### config.mk
export PLATFORM = sky130hd
export DESIGN_NAME = exc_entry
export DESIGN_NICKNAME = d
export VERILOG_FILES = /design/src/rtl/exc_entry_pkg.sv /design/src/rtl/exc_cause_check.sv /design/src/rtl/exc_epc_select.sv /design/src/rtl/exc_sr_update.sv /design/src/rtl/exc_entry.sv
export SDC_FILE = /design/constraint.sdc
export NUM_CORES = 1
export LEC_CHECK = 0
export ABC_AREA = 1
export BUFFER_PORTS_ARGS = -buffer_cell sky130_fd_sc_hd__buf_2
export CELL_PAD_IN_SITES_DETAIL_PLACEMENT = 1
export CELL_PAD_IN_SITES_GLOBAL_PLACEMENT = 1
export CORE_MARGIN = 2
export CORE_UTILIZATION = 31
export CTS_CLUSTER_SIZE = 14
export DETAILED_ROUTE_END_ITERATION = 6
export GPL_TIMING_DRIVEN = 0
export PLACE_DENSITY = 0.8
export SYNTH_ARGS = -nofsm -noshare
export SYNTH_HDL_FRONTEND = slang
export SYNTH_SLANG_ARGS = --single-unit
### constraint.sdc
create_clock -name clk -period 1.8 [get_ports clk]
set_input_delay 0.09 -clock clk [delete_from_list [all_inputs] [get_ports clk]]
set_output_delay 0.09 -clock clk [all_outputs]
set_load 0.02 [all_outputs]
### src/rtl/exc_entry_pkg.sv
package exc_entry_pkg;
  typedef enum logic [0:0] {
    CLS_REEXEC   = 1'b0,
    CLS_COMPLETE = 1'b1
  } exc_class_e;
endpackage

### src/rtl/exc_cause_check.sv
module exc_cause_check
  import exc_entry_pkg::*;
#(
  parameter int CAUSE_W = 4,
  parameter int NCAUSE  = 15,
  parameter int C_TICK  = 5,
  parameter int C_EXT   = 8,
  parameter int C_SYSC  = 12,
  parameter int C_FPE   = 13
) (
  input  logic               valid_i,
  input  logic [CAUSE_W-1:0] cause_i,
  output logic               ok_o,
  output exc_class_e         cls_o
);
  localparam logic [CAUSE_W:0]   LIMIT = NCAUSE[CAUSE_W:0];
  localparam logic [CAUSE_W-1:0] K_TICK = C_TICK[CAUSE_W-1:0];
  localparam logic [CAUSE_W-1:0] K_EXT  = C_EXT[CAUSE_W-1:0];
  localparam logic [CAUSE_W-1:0] K_SYSC = C_SYSC[CAUSE_W-1:0];
  localparam logic [CAUSE_W-1:0] K_FPE  = C_FPE[CAUSE_W-1:0];

  logic nonzero, in_range, completes;

  always_comb begin
    nonzero   = |cause_i;
    in_range  = {1'b0, cause_i} < LIMIT;
    completes = (cause_i == K_TICK) || (cause_i == K_EXT) ||
                (cause_i == K_SYSC) || (cause_i == K_FPE);
    ok_o      = valid_i && nonzero && in_range;
    cls_o     = completes ? CLS_COMPLETE : CLS_REEXEC;
  end
endmodule

### src/rtl/exc_epc_select.sv
module exc_epc_select
  import exc_entry_pkg::*;
#(
  parameter int PC_W   = 32,
  parameter int INSN_B = 4
) (
  input  exc_class_e        cls_i,
  input  logic              dslot_i,
  input  logic [PC_W-1:0]   pc_i,
  input  logic [PC_W-1:0]   npc_i,
  input  logic [PC_W-1:0]   jmp_pc_i,
  output logic [PC_W-1:0]   epc_o
);
  localparam logic [PC_W-1:0] STEP = PC_W'(INSN_B);

  always_comb begin
    unique case ({dslot_i, cls_i})
      {1'b1, CLS_COMPLETE}: epc_o = jmp_pc_i;
      {1'b1, CLS_REEXEC}:   epc_o = pc_i - STEP;
      {1'b0, CLS_COMPLETE}: epc_o = npc_i;
      default:              epc_o = pc_i;
    endcase
  end
endmodule

### src/rtl/exc_sr_update.sv
module exc_sr_update #(
  parameter int SR_W    = 16,
  parameter int SM_BIT  = 0,
  parameter int TEE_BIT = 1,
  parameter int IEE_BIT = 2,
  parameter int DME_BIT = 5,
  parameter int IME_BIT = 6,
  parameter int DSX_BIT = 13
) (
  input  logic [SR_W-1:0] sr_i,
  input  logic            dslot_i,
  output logic [SR_W-1:0] sr_o
);
  logic [SR_W-1:0] clr_mask, set_mask, dsx_mask;

  for (genvar i = 0; i < SR_W; i++) begin : g_bit
    assign clr_mask[i] = (i == TEE_BIT) || (i == IEE_BIT) ||
                         (i == DME_BIT) || (i == IME_BIT);
    assign set_mask[i] = (i == SM_BIT);
    assign dsx_mask[i] = (i == DSX_BIT);
  end

  always_comb begin
    sr_o = (sr_i & ~clr_mask) | set_mask;
    if (dslot_i) sr_o = sr_o | dsx_mask;
  end
endmodule

### src/rtl/exc_entry.sv
module exc_entry
  import exc_entry_pkg::*;
#(
  parameter int PC_W      = 32,
  parameter int CAUSE_W   = 4,
  parameter int SR_W      = 16,
  parameter int NCAUSE    = 15,
  parameter int VEC_SHIFT = 8,
  parameter int C_TICK    = 5,
  parameter int C_EXT     = 8,
  parameter int C_SYSC    = 12,
  parameter int C_FPE     = 13,
  parameter int SM_BIT    = 0,
  parameter int TEE_BIT   = 1,
  parameter int IEE_BIT   = 2,
  parameter int DME_BIT   = 5,
  parameter int IME_BIT   = 6,
  parameter int DSX_BIT   = 13
) (
  input  logic               clk,
  input  logic               rst_n,
  input  logic               raise_i,
  input  logic [CAUSE_W-1:0] raise_cause_i,
  input  logic               take_i,
  input  logic [PC_W-1:0]    pc_i,
  input  logic [PC_W-1:0]    npc_i,
  input  logic [PC_W-1:0]    jmp_pc_i,
  input  logic               dslot_i,
  input  logic               sr_wr_i,
  input  logic [SR_W-1:0]    sr_wdata_i,
  output logic [PC_W-1:0]    epcr_o,
  output logic [SR_W-1:0]    esr_o,
  output logic [SR_W-1:0]    sr_o,
  output logic               pend_valid_o,
  output logic [CAUSE_W-1:0] pend_cause_o,
  output logic               pc_load_o,
  output logic [PC_W-1:0]    pc_vec_o,
  output logic               tlb_flush_o,
  output logic               dslot_clr_o,
  output logic               abort_o
);
  localparam logic [SR_W-1:0] SR_RST = SR_W'(1) << SM_BIT;

  logic               pend_v_q;
  logic [CAUSE_W-1:0] pend_c_q;
  logic [PC_W-1:0]    epcr_q, vec_q;
  logic [SR_W-1:0]    esr_q, sr_q;
  logic               load_q, flush_q, dsclr_q, abort_q;

  logic            cause_ok;
  exc_class_e      cause_cls;
  logic [PC_W-1:0] epc_sel;
  logic [SR_W-1:0] sr_next;
  logic            take_ok, take_bad;

  exc_cause_check #(
    .CAUSE_W(CAUSE_W), .NCAUSE(NCAUSE), .C_TICK(C_TICK),
    .C_EXT(C_EXT), .C_SYSC(C_SYSC), .C_FPE(C_FPE)
  ) u_check (
    .valid_i(pend_v_q), .cause_i(pend_c_q),
    .ok_o(cause_ok), .cls_o(cause_cls)
  );

  exc_epc_select #(.PC_W(PC_W), .INSN_B(4)) u_epc (
    .cls_i(cause_cls), .dslot_i(dslot_i), .pc_i(pc_i),
    .npc_i(npc_i), .jmp_pc_i(jmp_pc_i), .epc_o(epc_sel)
  );

  exc_sr_update #(
    .SR_W(SR_W), .SM_BIT(SM_BIT), .TEE_BIT(TEE_BIT), .IEE_BIT(IEE_BIT),
    .DME_BIT(DME_BIT), .IME_BIT(IME_BIT), .DSX_BIT(DSX_BIT)
  ) u_sr (
    .sr_i(sr_q), .dslot_i(dslot_i), .sr_o(sr_next)
  );

  assign take_ok  = take_i && cause_ok;
  assign take_bad = take_i && !cause_ok;

  always_ff @(posedge clk) begin
    if (!rst_n) begin
      pend_v_q <= 1'b0;
      pend_c_q <= '0;
      epcr_q   <= '0;
      esr_q    <= '0;
      sr_q     <= SR_RST;
      vec_q    <= '0;
      load_q   <= 1'b0;
      flush_q  <= 1'b0;
      dsclr_q  <= 1'b0;
      abort_q  <= 1'b0;
    end else begin
      load_q  <= take_ok;
      flush_q <= take_ok;
      dsclr_q <= take_ok && dslot_i;
      abort_q <= take_bad;
      if (take_ok) begin
        epcr_q <= epc_sel;
        esr_q  <= sr_q;
        sr_q   <= sr_next;
        vec_q  <= PC_W'(pend_c_q) << VEC_SHIFT;
      end else if (!take_i && sr_wr_i) begin
        sr_q <= sr_wdata_i;
      end
      if (raise_i) begin
        pend_v_q <= 1'b1;
        pend_c_q <= raise_cause_i;
      end else if (take_i) begin
        pend_v_q <= 1'b0;
        pend_c_q <= '0;
      end
    end
  end

  assign epcr_o       = epcr_q;
  assign esr_o        = esr_q;
  assign sr_o         = sr_q;
  assign pend_valid_o = pend_v_q;
  assign pend_cause_o = pend_c_q;
  assign pc_load_o    = load_q;
  assign pc_vec_o     = vec_q;
  assign tlb_flush_o  = flush_q;
  assign dslot_clr_o  = dsclr_q;
  assign abort_o      = abort_q;

  a_r8_load_flush: assert property (@(posedge clk) disable iff (!rst_n)
    take_ok |=> (pc_load_o && tlb_flush_o && !abort_o));

  a_r8_single_pulse: assert property (@(posedge clk) disable iff (!rst_n)
    pc_load_o |=> !pc_load_o || $past(take_i));

  a_r9_abort_hold: assert property (@(posedge clk) disable iff (!rst_n)
    take_bad |=> (abort_o && !pc_load_o && !tlb_flush_o &&
                  $stable(epcr_o) && $stable(esr_o) && $stable(sr_o)));

  a_r6_esr_copy: assert property (@(posedge clk) disable iff (!rst_n)
    take_ok |=> esr_o == $past(sr_o));

  a_r7_sr_bits: assert property (@(posedge clk) disable iff (!rst_n)
    take_ok |=> (sr_o[SM_BIT] && !sr_o[TEE_BIT] && !sr_o[IEE_BIT] &&
                 !sr_o[DME_BIT] && !sr_o[IME_BIT] &&
                 (sr_o[DSX_BIT] == ($past(sr_o[DSX_BIT]) || $past(dslot_i)))));

  a_r10_idle_hold: assert property (@(posedge clk) disable iff (!rst_n)
    (!take_i && !sr_wr_i) |=> ($stable(epcr_o) && $stable(esr_o) &&
                               $stable(sr_o) && !pc_load_o && !abort_o));

  a_r11_take_clears: assert property (@(posedge clk) disable iff (!rst_n)
    (take_i && !raise_i) |=> !pend_valid_o);

  a_r9_exclusive: assert property (@(posedge clk) disable iff (!rst_n)
    $onehot0({pc_load_o, abort_o}));
endmodule

==> impl_summary.md, run 1 <==
Status
The run finished with clean final reports.

Hold path
The type of the tightest min-delay check is in -> reg.

Clocking
The tree is rooted in a sky130_fd_sc_hd__clkbuf_16. The clock reaches the later pin of the worst-skew pair after 340 ps. The number of sinks handled by clock tree synthesis is 76. The clock input transition at the sequential cells of the worst setup and hold paths is 70 ps. No sink is reached through more buffers than the 2 on the longest clock path. The CTS tree is yes.

The clock buffer count from CTS is 9. The H-tree depth is 3.

Setup path
The slowest stage of the critical path is the sky130_fd_sc_hd__dfxtp_1 cell. Across all register-to-register paths, the minimum setup slack is 110 ps. For the worst setup path, the data required time is 2080 ps. Walking the worst path, the cells encountered are inv_2, nand4_1, nand4_1, buf_4, buf_4, buf_2, a21oi_1, nand2_1, a21oi_1.

The maximum fanout along the worst path is 10. The type of element capturing the critical path is a flip-flop. The startpoint type of the worst setup path is a flip-flop. In this design, the stage delay of the slowest critical-path cell is 390 ps. The class of the most critical setup path is reg -> reg. The endpoint arrival time on the critical path is 1970 ps.

Route
The first detailed-routing pass ran for 4 iterations. The routed wire length on met2 is 9360 µm. After detailed routing, the number of vias per cell comes to 4.86. The number of DRC markers in iteration 0 is 339.

The highest layer touched by signal routing is met4. The total routed wire length on the met1 layer is 8780 µm. The total via count after detailed routing is ~5700. The wire length on met3 is 1020 µm. In this run the remaining antenna-violating nets after routing total 0.

The routed wire length is 19500 µm. The detailed-route DRC error count is 0. In the final routed layout, each cell accounts on average for 16.7 µm.

Logic synthesis
The combined area of all synthesized cells is approximately 4600 µm². In this run, synthesis produced a sequential element count of 76. Synthesis produced about 730 cells. Of the synthesized area, sequential elements account for 32.9%. Yosys printed 0 warnings. The number of distinct standard cells referenced by the synthesized netlist is 32.

The average instance in the mapped netlist occupies 6.35 µm².

Die
The die outline width is 126 µm. The number of core rows is 44. The initial core utilization is 31.8%. After floorplanning, the core was sized to cover 14500 µm². In this run the count of I/O pins placed on the die edge is 227. The die covers ~16000 µm². The vertical die dimension is 126 µm.

Timing
The slew of the pin with the lowest slew margin is 638 ps. The hold violation count in the final report is 0. The share of the cycle needed by the critical path after routing is 93.9%. The final count of negative-setup-slack endpoints is 0. The post-route setup TNS is 0 ps. Subtracting the final worst setup slack from the clock period gives 1690 ps. The tightest hold margin is about 6.8 ps. The number of slew-limit violations in the final report is 0. The peak clock frequency supported by timing is 591 MHz. On the final layout, the worst clock skew is 5.23 ps.

The relative slew slack is ~57%.

Final layout
The relative area change from synthesis to final layout is 38.9%. The share of layout cells above drive strength 1 is between 30% and 40%. Fill cells in the final layout number roughly 2000.

The number of nets in the layout is 1103. 0 antenna diodes ended up in the layout.

Power
The leakage power summed over all cells is around 3.2 nW. VDD sags by at most around 0.48 mV. The overall power consumption is 0.00463 W. The power per cell area is 720 nW/µm².

Global routing
The number of global-route vias before repair is 5677. The residual overflow from global routing is 0. The total track usage is ~24%. The maximum number of pins on one net before global-route repair is 16. The number of antenna violations at the first check in global routing is 0. The first-pass GRT wire length is roughly 30000 µm.

Place
Routability-driven placement finished with a final weighted congestion of 0.947. The estimated wirelength of the detail-placed design is between 15000 and 20000 µm. During placement, the flow inserted port buffers numbering 198.

Job
Max-cap violations in this run came to 0.
-- state kept, by name, indices dropped and copies added (netlist names) --
register,flops
epcr_o,32
esr_o,16
sr_o,16
pc_vec_o,4
pend_cause_o,4
abort_o,1
dslot_clr_o,1
pend_valid_o,1
tlb_flush_o,1
-- what timing repair did --
action | CTS | global route
gates cloned | 0 | 0
endpoints found under the setup margin | 37 | 41
gates resized for setup | 7 | 10
pin swaps | 2 | 0
endpoints found under the hold margin | 11 | 0
hold buffers | 11 | 0
setup buffers | 2 | 2
-- synthesized netlist by cell type (all sizes together) --
cell,instances,area share [%]
xnor2,1,0.19
a21oi,64,7.8
nor4,1,0.14
xor2,2,0.38
o2111ai,1,0.19
buf,45,7.4
nand4,9,1.2
nor3,3,0.32
a31oi,8,1.1
nand2,194,16
inv,51,4.1
dfxtp,76,33
nor2,126,11
clkinv,1,0.11
o211ai,1,0.16
nand3,47,5.1
clkbuf,14,1.2
ha,1,0.27
o22ai,1,0.14
conb,1,0.081
o21ai,82,9.8
-- per-stage QoR --
step                      instance area [µm²]  setup slack, ps  util [%]  instances
after floorplan                          4730              169         -        756
after global placement                   5950             -150      40.9       1138
after detailed placement                 5950             -194      40.9       1138
after CTS                                6390             4.93      44.0       1167
after global routing                     6430            -25.9      44.2       1169
final                                    6430              109      44.2       1169
-- cells in the final DEF (no fill, tap or decap), types with 2 or more instances in the layout --
cell type | Yosys | routed
sky130_fd_sc_hd__inv_2 | 8 | 7
sky130_fd_sc_hd__inv_6 | 0 | 2
sky130_fd_sc_hd__a21oi_1 | 53 | 52
sky130_fd_sc_hd__nor2_2 | 0 | 3
sky130_fd_sc_hd__dlygate4sd3_1 | 0 | 11
sky130_fd_sc_hd__conb_1 | 1 | 28
sky130_fd_sc_hd__nor2_1 | 123 | 120
sky130_fd_sc_hd__clkinv_4 | 0 | 2
sky130_fd_sc_hd__dfxtp_2 | 0 | 3
sky130_fd_sc_hd__clkbuf_1 | 13 | 9
sky130_fd_sc_hd__nand2_1 | 191 | 191
sky130_fd_sc_hd__clkbuf_16 | 0 | 9
sky130_fd_sc_hd__clkinv_2 | 1 | 2
sky130_fd_sc_hd__inv_1 | 43 | 43
sky130_fd_sc_hd__nor3_1 | 3 | 3
sky130_fd_sc_hd__o21ai_2 | 11 | 10
sky130_fd_sc_hd__clkbuf_2 | 1 | 4
sky130_fd_sc_hd__a21oi_2 | 11 | 12
sky130_fd_sc_hd__nand3_1 | 47 | 47
sky130_fd_sc_hd__dfxtp_1 | 76 | 73
sky130_fd_sc_hd__nor2_8 | 2 | 2
sky130_fd_sc_hd__o21ai_0 | 68 | 68
sky130_fd_sc_hd__nand2_8 | 1 | 2
sky130_fd_sc_hd__nand4_1 | 9 | 9
sky130_fd_sc_hd__buf_2 | 7 | 206
sky130_fd_sc_hd__xor2_1 | 2 | 2
sky130_fd_sc_hd__buf_4 | 32 | 34
sky130_fd_sc_hd__a31oi_1 | 8 | 8
sky130_fd_sc_hd__o21ai_1 | 3 | 3
sky130_fd_sc_hd__buf_6 | 6 | 7
-- power breakdown --
group          internal [W]  total (W)  switching [W]
combinational      0.000385    0.00104       0.000653
sequential          0.00176    0.00181      0.0000464
clock              0.000957    0.00179       0.000831
total               0.00310    0.00463        0.00153
-- per-layer routing --
layer  track usage (%)  up-vias
met5                 0        -
met4              6.01        0
met3              5.14       21
met2              42.2      176
met1              30.9     2675
li1                  -     2814
-- path summary, 6_finish.rpt --
kind / depth (start not counted) / startpoint / endpoint
min reg2reg: 2 / epcr_o[16] / epcr_o[16]
max: 9 / pend_cause_o[1] / epcr_o[30]
max reg2reg: 9 / pend_cause_o[1] / epcr_o[30]
min: 3 / sr_wdata_i[15] / sr_o[15]
-- worst max-delay path: cells and delay by family, from the launching register on --
family                 cells  cell delay [ps]
buffers and inverters      4              620
flip-flops                 1              390
AND/OR/NAND/NOR            3              340
AO/OA/AOI/OAI              2              270
-- logic make-up after synthesis --
group	after synthesis	share of synthesized area, %
other cells	1	0.0810
buf+inv	111	12.8
simple gates	380	34.3
fa+ha+maj	1	0.270
xor+xnor	3	0.568
flops	76	32.9
compound gates	157	19.1
-- layout make-up --
cell class                      count  area [µm²]  area share [%]
Timing Repair Buffer              213        1140            17.8
Clock buffer                        9         225            3.50
Tap cell                          184         230            3.58
Sequential cell                    76        1530            23.7
Buffer                             59         405            6.30
Inverter                           52         199            3.09
Clock inverter                      7        58.8           0.915
Multi-Input combinational cell    569        2640            41.1
No activity file was read; power rests on OpenSTA's default activity.
==> inputs of run 2 (changes only) <==
Settings changed: SETUP_SLACK_MARGIN set to 0.4.
==> run 2 against run 1 <==
- sequential cell count did not move
- worst hold slack got worse by 4.1 ps
- clock power up 20%
- sequential power barely moved
- non-clock buffer count up 38
- critical path type unchanged
- largest cell class unchanged
- maximum frequency up 3.6%
- final cell count increased by 3.4%
- via count is 6.3% higher
- global-route usage grew 2.9 points
==> impl_summary.md, run 2 (same netlist as run 1, synthesis figures left out) <==
Power
The internal power of the cells totals 0.00362 W. The switching power is about 0.0017 W. The fraction of power spent switching nets is 31.8%.

The overall power consumption is between 0.005 and 0.006 W. The leakage power summed over all cells is between 3 and 4 nW. The share of total power in sequential cells is 34.3%. The worst IR drop on VDD is 0.458 mV. The clock share of power is 40.5%. Combinational logic burns about a quarter of the power. For this design the ratio of total power to cell area is between 600 and 700 nW/µm².

Final layout
The fill cell instance count of the final layout is 1895. Measured on the finished design, the core utilization comes to 52.8%. The library cell used most frequently in the layout, excluding fill and tap cells, is sky130_fd_sc_hd__buf_2.

The area of all placed cells without fillers is 7670 µm². The top cell types in the final layout, fill and taps aside, are sky130_fd_sc_hd__buf_2, sky130_fd_sc_hd__nand2_1, sky130_fd_sc_hd__nor2_1. In the final design database the tool counted roughly 1100 nets. The register with the most flip-flops in the layout has 32 of them. Compared with the post-synthesis result, the final layout area differs by 65.8%. The share of layout cells above drive strength 1 is 43.0%.

Clocking
The clock buffer count from CTS is 9. CTS built an H-tree with a depth of 3. The cell sitting at the root of the clock tree is a sky130_fd_sc_hd__clkbuf_16. The number of sinks handled by clock tree synthesis is 76. The clock passes through at most 2 buffers. The clock input transition at the sequential cells of the worst setup and hold paths is 70 ps. The clock latency of the later-clocked register in the worst-skew pair is around 360 ps.

TritonCTS built the clock tree.

Timing
For this run, the top clock speed supported by timing is 613 MHz. Once routing completed, OpenROAD measured the worst setup slack at 168 ps. The number of slew-limit violations in the final report is 0. Measured against its own limit, the worst slew margin works out to between 50% and 60%. The post-route setup TNS is 0 ps. The slew of the pin with the lowest slew margin is 685 ps. Setup repair after global routing could not meet its margin everywhere. The final clock skew is 9.16 ps.

The hold violation count in the final report is 0. The share of the cycle needed by the critical path after routing is 90.7%. Setup violations remaining at the end of the flow were counted as 0. Subtracting the final worst setup slack from the clock period gives 1630 ps.

Die
The vertical die dimension is between 100 and 150 µm. Pin placement for this block handled ~230 I/O pins. The number of core rows is 44. The initial core utilization is 31.8%. The floorplan step set the die width to 126 µm.

The area of the die is 15900 µm². The total area inside the core boundary comes to 14500 µm².

Route
The total via count after detailed routing is 6043. In the final routed layout, each cell accounts on average for roughly 19 µm. After the first detailed-routing iteration, the DRC count stood at 360. For this run, design rule violations remaining after detail routing come to 0. The count of nets left with antenna violations once routing finished came out at 0. The first-pass iteration count of the detailed router is 4. Using the TritonRoute via totals, the vias-per-cell ratio works out to approximately 5. The routed wire length is about 23000 µm.

Setup path
STA classifies the critical path endpoint as a flip-flop. The class of the most critical setup path is reg -> reg. The critical path launch point is pend_cause_o[3]. The startpoint of the worst-slack reg-to-reg timing path is pend_cause_o[3].

Data arrives at the worst endpoint at 1910 ps. The maximum fanout along the worst path is 8. The startpoint type of the worst setup path is a flip-flop. At the worst endpoint, the required time is 2080 ps.

Place
After legalization and detailed placement, the total HPWL measured 15200 µm. After detailed placement, the total cell area comes to 5970 µm². At the end of routability-driven placement, the weighted congestion stood at 0.906. The post-place setup slack is -182 ps. The number of port buffers is 198.

Global routing
The number of antenna violations at the first check in global routing is 1. The first-pass GRT wire length is 33700 µm. The maximum number of pins on one net before global-route repair is 15.

The residual overflow from global routing is 0. The number of global-route vias before repair is 6132. The total track usage is 27.3%.

Hold path
The startpoint identified for the worst hold timing path is sr_wdata_i[8]. The type of the tightest min-delay check is in -> reg.

Status
The flow ran to the end, and the final reports show no timing, DRC or antenna violations.

Job
The max-cap check violation count is 0.
[run 2: cell count changes in the layout (fill, tap and decap cells not counted), moves of 13 or more]
cell	previous run	this run
sky130_fd_sc_hd__nand2_1	191	175
sky130_fd_sc_hd__o21ai_1	3	16
sky130_fd_sc_hd__buf_4	34	47
sky130_fd_sc_hd__o21ai_0	68	35
sky130_fd_sc_hd__a21oi_1	52	34
sky130_fd_sc_hd__nor2_1	120	104
sky130_fd_sc_hd__a21oi_2	12	28
sky130_fd_sc_hd__o21ai_2	10	27
[run 2: area by class of cell]
| class | instances | area, µm² | share of cell area [%] |
|---|---|---|---|
| diodes | 1 | 2.50 | 0.0326 |
| plain buffers | 59 | 591 | 7.70 |
| clock buffers | 10 | 250 | 3.26 |
| clock inverters | 6 | 91.3 | 1.19 |
| inverters | 52 | 223 | 2.90 |
| multi-input cells | 569 | 3090 | 40.3 |
| flip-flops and latches | 76 | 1530 | 20.0 |
| well taps | 184 | 230 | 3.00 |
| repair buffers | 251 | 1660 | 21.6 |
| repair inverters | 1 | 7.51 | 0.0978 |
[run 2: power by group through the flow]
stage               Sequential (W)  Combinational [W]  Clock [W]
floorplan                  0.00193           0.000500          0
global route               0.00183            0.00143    0.00222
global placement           0.00184           0.000985          0
finish                     0.00182            0.00134    0.00215
detailed placement         0.00184           0.000996          0
CTS                        0.00181            0.00119    0.00215
[run 2: metrics by stage]
stage	hold slack, ps	cells
finish	2.68	1209
global route	29.8	1209
floorplan	207	756
detailed placement	338	1138
CTS	5.81	1200
global placement	325	1138
[run 2: final timing paths]
check	end	slack, ps	cells past startpoint
worst max-delay path	epcr_o[17]	170	10
worst min-delay path	sr_o[8]	3	3
worst max register to register	epcr_o[17]	170	10
worst min register to register	epcr_o[28]	460	2
[run 2: routing by layer]
metal,vias to the layer above,GRT usage [%],share of wire (%)
met2,220,48.7,49
met4,0,9.44,2.8
met1,2871,32.8,42
met5,-,0,0
li1,2907,-,-
met3,45,4.93,5.9
[run 2: timing repair]
item / in CTS / in global routing
pin swaps: 33 / 35
endpoints found under the setup margin: 60 / 61
hold endpoints to repair: 11 / 0
setup buffers: 26 / 4
gates cloned: 9 / 4
resized for setup: 124 / 102
hold buffers: 11 / 0
[run 2: worst max-delay path, cell delays in order (launching register included)]
cell and delay (ps):
sky130_fd_sc_hd__dfxtp_4 360, sky130_fd_sc_hd__inv_4 40, sky130_fd_sc_hd__o21ai_4 180, sky130_fd_sc_hd__nand2_8 160, sky130_fd_sc_hd__nor2_8 150, sky130_fd_sc_hd__buf_12 160
sky130_fd_sc_hd__buf_8 150, sky130_fd_sc_hd__nand2_2 70, sky130_fd_sc_hd__nand3_4 70, sky130_fd_sc_hd__nor2_4 50, sky130_fd_sc_hd__a21oi_2 130
==> inputs of run 3 (changes only) <==
Settings changed: ABC_AREA 1 to not set, CORE_UTILIZATION 31 to 35, SYNTH_HIERARCHICAL set to 1.
==> run 3 against run 2 <==
- the run now ends with setup timing left
- critical path type unchanged
- sequential power hardly changed
- maximum frequency is 16% lower
- register-to-register slack worse by 320 ps
- first-iteration DRC count is 13% higher
- global-route usage is 0.62 points higher
- synthesized cell count is 11% lower
- final cell count is 7.5% lower
- clock skew is 1.1 ps lower
- non-clock buffer count is 22 higher
- routed wire length is 5.7% higher
- die area is 3.0% higher
- area after synthesis is 16% higher
==> impl_summary.md, run 3 <==
Global routing
Entering global routing, the biggest net connects 15 pins. The number of global-route vias before repair was 6258. The first-pass GRT wire length is 35000 µm. Global routing consumed, over all layers together, roughly 28% of the routing resources. The number of antenna violations at the first check in global routing is 4. After global routing the overflow that remains totals 0.

Hold path
The number of instances on the worst hold path is 3. The type of the tightest min-delay check is in -> reg.

Timing
The slew of the pin with the lowest slew margin is roughly 870 ps. For the finished layout, the period the worst path requires is 1950 ps. Setup repair after global routing could not meet its margin everywhere.

The peak clock frequency supported by timing is 512 MHz. For the final database, setup skew stands at 8.09 ps. The number of slew-limit violations in the final report is 0.

Setup violations remaining at the end of the flow were counted as 53. Hold is met by 74.6 ps. The hold violation count in the final report was 0. The worst-case setup margin in the final layout is -154 ps. In the finished design, the share of the clock period the worst path needs comes to 109%. The relative slew slack is between 40% and 50%.

Die
The die outline width is 128 µm. The vertical die dimension is between 100 and 150 µm. The area of the die is 16400 µm². The initial utilization of the core area, before any placement, comes to a little over a third. The number of core rows is 45. The I/O pin count is 227. The area of the core is ~15000 µm².

Logic synthesis
The most frequent cell after synthesis is sky130_fd_sc_hd__a21oi_1. The combined area of all synthesized cells is 5390 µm². The number of synthesized register bits is 76. Averaged over all synthesized cells, the footprint is 8.26 µm². The cell type with the highest aggregate area in the netlist is sky130_fd_sc_hd__dfxtp_1. The primary flip-flop cell chosen by synthesis mapping is sky130_fd_sc_hd__dfxtp_1. The number of standard cells after synthesis is 652. After synthesis, the most frequently instantiated cells are sky130_fd_sc_hd__a21oi_1, sky130_fd_sc_hd__dfxtp_1, sky130_fd_sc_hd__nand3_1, sky130_fd_sc_hd__a21bo_2, sky130_fd_sc_hd__buf_4.

Yosys mapped the design onto 67 distinct sky130hd cell types. Yosys attributes the largest share of cell area to sky130_fd_sc_hd__dfxtp_1, sky130_fd_sc_hd__a21bo_2, sky130_fd_sc_hd__a21oi_1. The async set or reset register ratio after synthesis is 0%. The share of the synthesized area in the top cell type is around 28%. The number of synthesized flops with an enable pin is 0. During synthesis, Yosys emitted a total of 6 warnings.

Sequential cells were found to cover 28.2% of the synthesized design area.

Power
Dividing total power by cell area gives a power density of 628 nW/µm². IR analysis of the VDD net gives a maximum drop of between 0.4 and 0.5 mV. Summed over all cells, the static leakage comes to 3.61 nW.

Final layout
For this run, the post-layout net count is 1044. In the final layout, the share of cells above drive strength 1 is 57.9%. The library cell used most frequently in the layout, excluding fill and tap cells, is sky130_fd_sc_hd__buf_2.

The relative area change from synthesis to final layout is 58.7%. The library cells used most frequently in the layout, excluding fill and tap cells, are sky130_fd_sc_hd__buf_2, sky130_fd_sc_hd__dfxtp_1, sky130_fd_sc_hd__a21bo_2. The number of flip-flops under the largest register name is 32. The fill cell instance count of the final layout is 1767.

Clocking
Buffers inserted during clock tree synthesis total 9. The clock drives 76 sinks. The clock input transition at the sequential cells of the worst setup and hold paths is 60 ps.

The H-tree depth is 3. The CTS tree is yes. The clock latency of the later-clocked register in the worst-skew pair is 350 ps. The clock root buffer is sky130_fd_sc_hd__clkbuf_16. The maximum buffer depth of the clock tree is 2.

Route
The routed wire length is 24400 µm. The total via count after detailed routing is 6192. The detail route stage leaves a number of antenna-violating nets equal to 0. In the routed design, unresolved DRC markers number 0.

For this block, the initial DRC count from the detailed router was 405. The average wire length per cell after detail routing is 21.8 µm. The first detailed-routing pass ran for 5 iterations.

Dividing the detail-routed via count by the number of cells gives 5.54.

Place
Routability-driven placement finished with a final weighted congestion of 0.939. After legalization and detailed placement, the total HPWL measured 16000 µm. Input and output buffers added on the ports amount to 196. The post-place setup slack is -440 ps.

Setup path
The endpoint arrival time on the critical path is 2230 ps. The maximum fanout along the worst path is 6. The startpoint type of the worst setup path is a flip-flop. The worst setup path is of the reg -> reg kind. Counting cells, the worst reg-to-reg path comes to 10. The type of element capturing the critical path is a flip-flop. The data required time at the worst endpoint is 2080 ps.

Status
The final reports fail on setup timing. The flow ran to the end, but the final reports show violations.

Job
Across the run, the number of max-cap violations was 0.
-- run 3: cells by family after synthesis --
family / synth area share (%)
compound gates: 30.0
fa+ha+maj: 0.232
simple gates: 22.7
flops: 28.2
mux: 4.64
buf+inv: 13.2
xor+xnor: 0.813
other cells: 0.209
-- run 3: what timing repair did --
item	4_1_cts	5_1_grt
gates resized for setup	121	67
hold buffers	4	0
endpoints found under the setup margin	71	71
hold endpoints to repair	4	0
cloned	10	2
pin swaps	32	9
setup buffers	14	2
-- run 3: final timing paths --
check	start	end	slack [ps]
hold reg to reg	sr_o[11]	esr_o[11]	530
hold / removal	sr_wdata_i[0]	sr_o[0]	70
setup reg to reg	pend_cause_o[0]	epcr_o[23]	-150
setup / recovery	pend_cause_o[0]	epcr_o[23]	-150
-- run 3: metrics by stage --
step,setup TNS (ps),instance area (µm²),total power (W),utilization [%],std cells
6_report,-3730,8550,0.00537,56.4,1118
5_1_grt,-6850,8550,0.00557,56.4,1117
4_1_cts,-2330,8160,0.00526,53.9,1110
3_5_place_dp,-6740,6930,0.00303,45.8,1066
3_3_place_gp,-5870,6930,0.00302,45.8,1066
2_1_floorplan,0,5710,0.00259,-,682
-- run 3: critical path: stages (launching register included) --
cell	delay [ps]
sky130_fd_sc_hd__dfxtp_4	360
sky130_fd_sc_hd__mux2i_2	270
sky130_fd_sc_hd__nor2_4	90
sky130_fd_sc_hd__buf_8	160
sky130_fd_sc_hd__clkbuf_16	170
sky130_fd_sc_hd__buf_4	150
sky130_fd_sc_hd__nor2b_2	120
sky130_fd_sc_hd__a21oi_1	60
sky130_fd_sc_hd__o211ai_1	210
sky130_fd_sc_hd__nand3_1	140
sky130_fd_sc_hd__a21oi_2	160
-- run 3: power by group --
group,total [W],switching [W],internal [W]
clock network,0.00198,0.000804,0.00118
registers,0.00180,0.0000552,0.00174
logic,0.00159,0.000865,0.000724
total,0.00537,0.00172,0.00364
-- run 3: layer usage --
metal	GRT usage, %	vias to the layer above	share of wire [%]
li1	-	2876	-
met5	0	-	0
met1	33.8	3033	41
met3	5.55	44	6.0
met4	10.8	0	2.3
met2	48.7	239	50
-- run 3: area by class of cell --
class                           count  area (µm²)  share of cell area, %
Tap cell                          188         235                   2.75
Timing Repair Buffer              228        1460                   17.1
Antenna cell                        4        10.0                  0.117
Multi-Input combinational cell    494        3960                   46.3
Buffer                            104         995                   11.6
Clock inverter                      5        65.1                  0.761
Sequential cell                    76        1530                   17.9
Clock buffer                       11         254                   2.97
Inverter                            8        37.5                  0.439
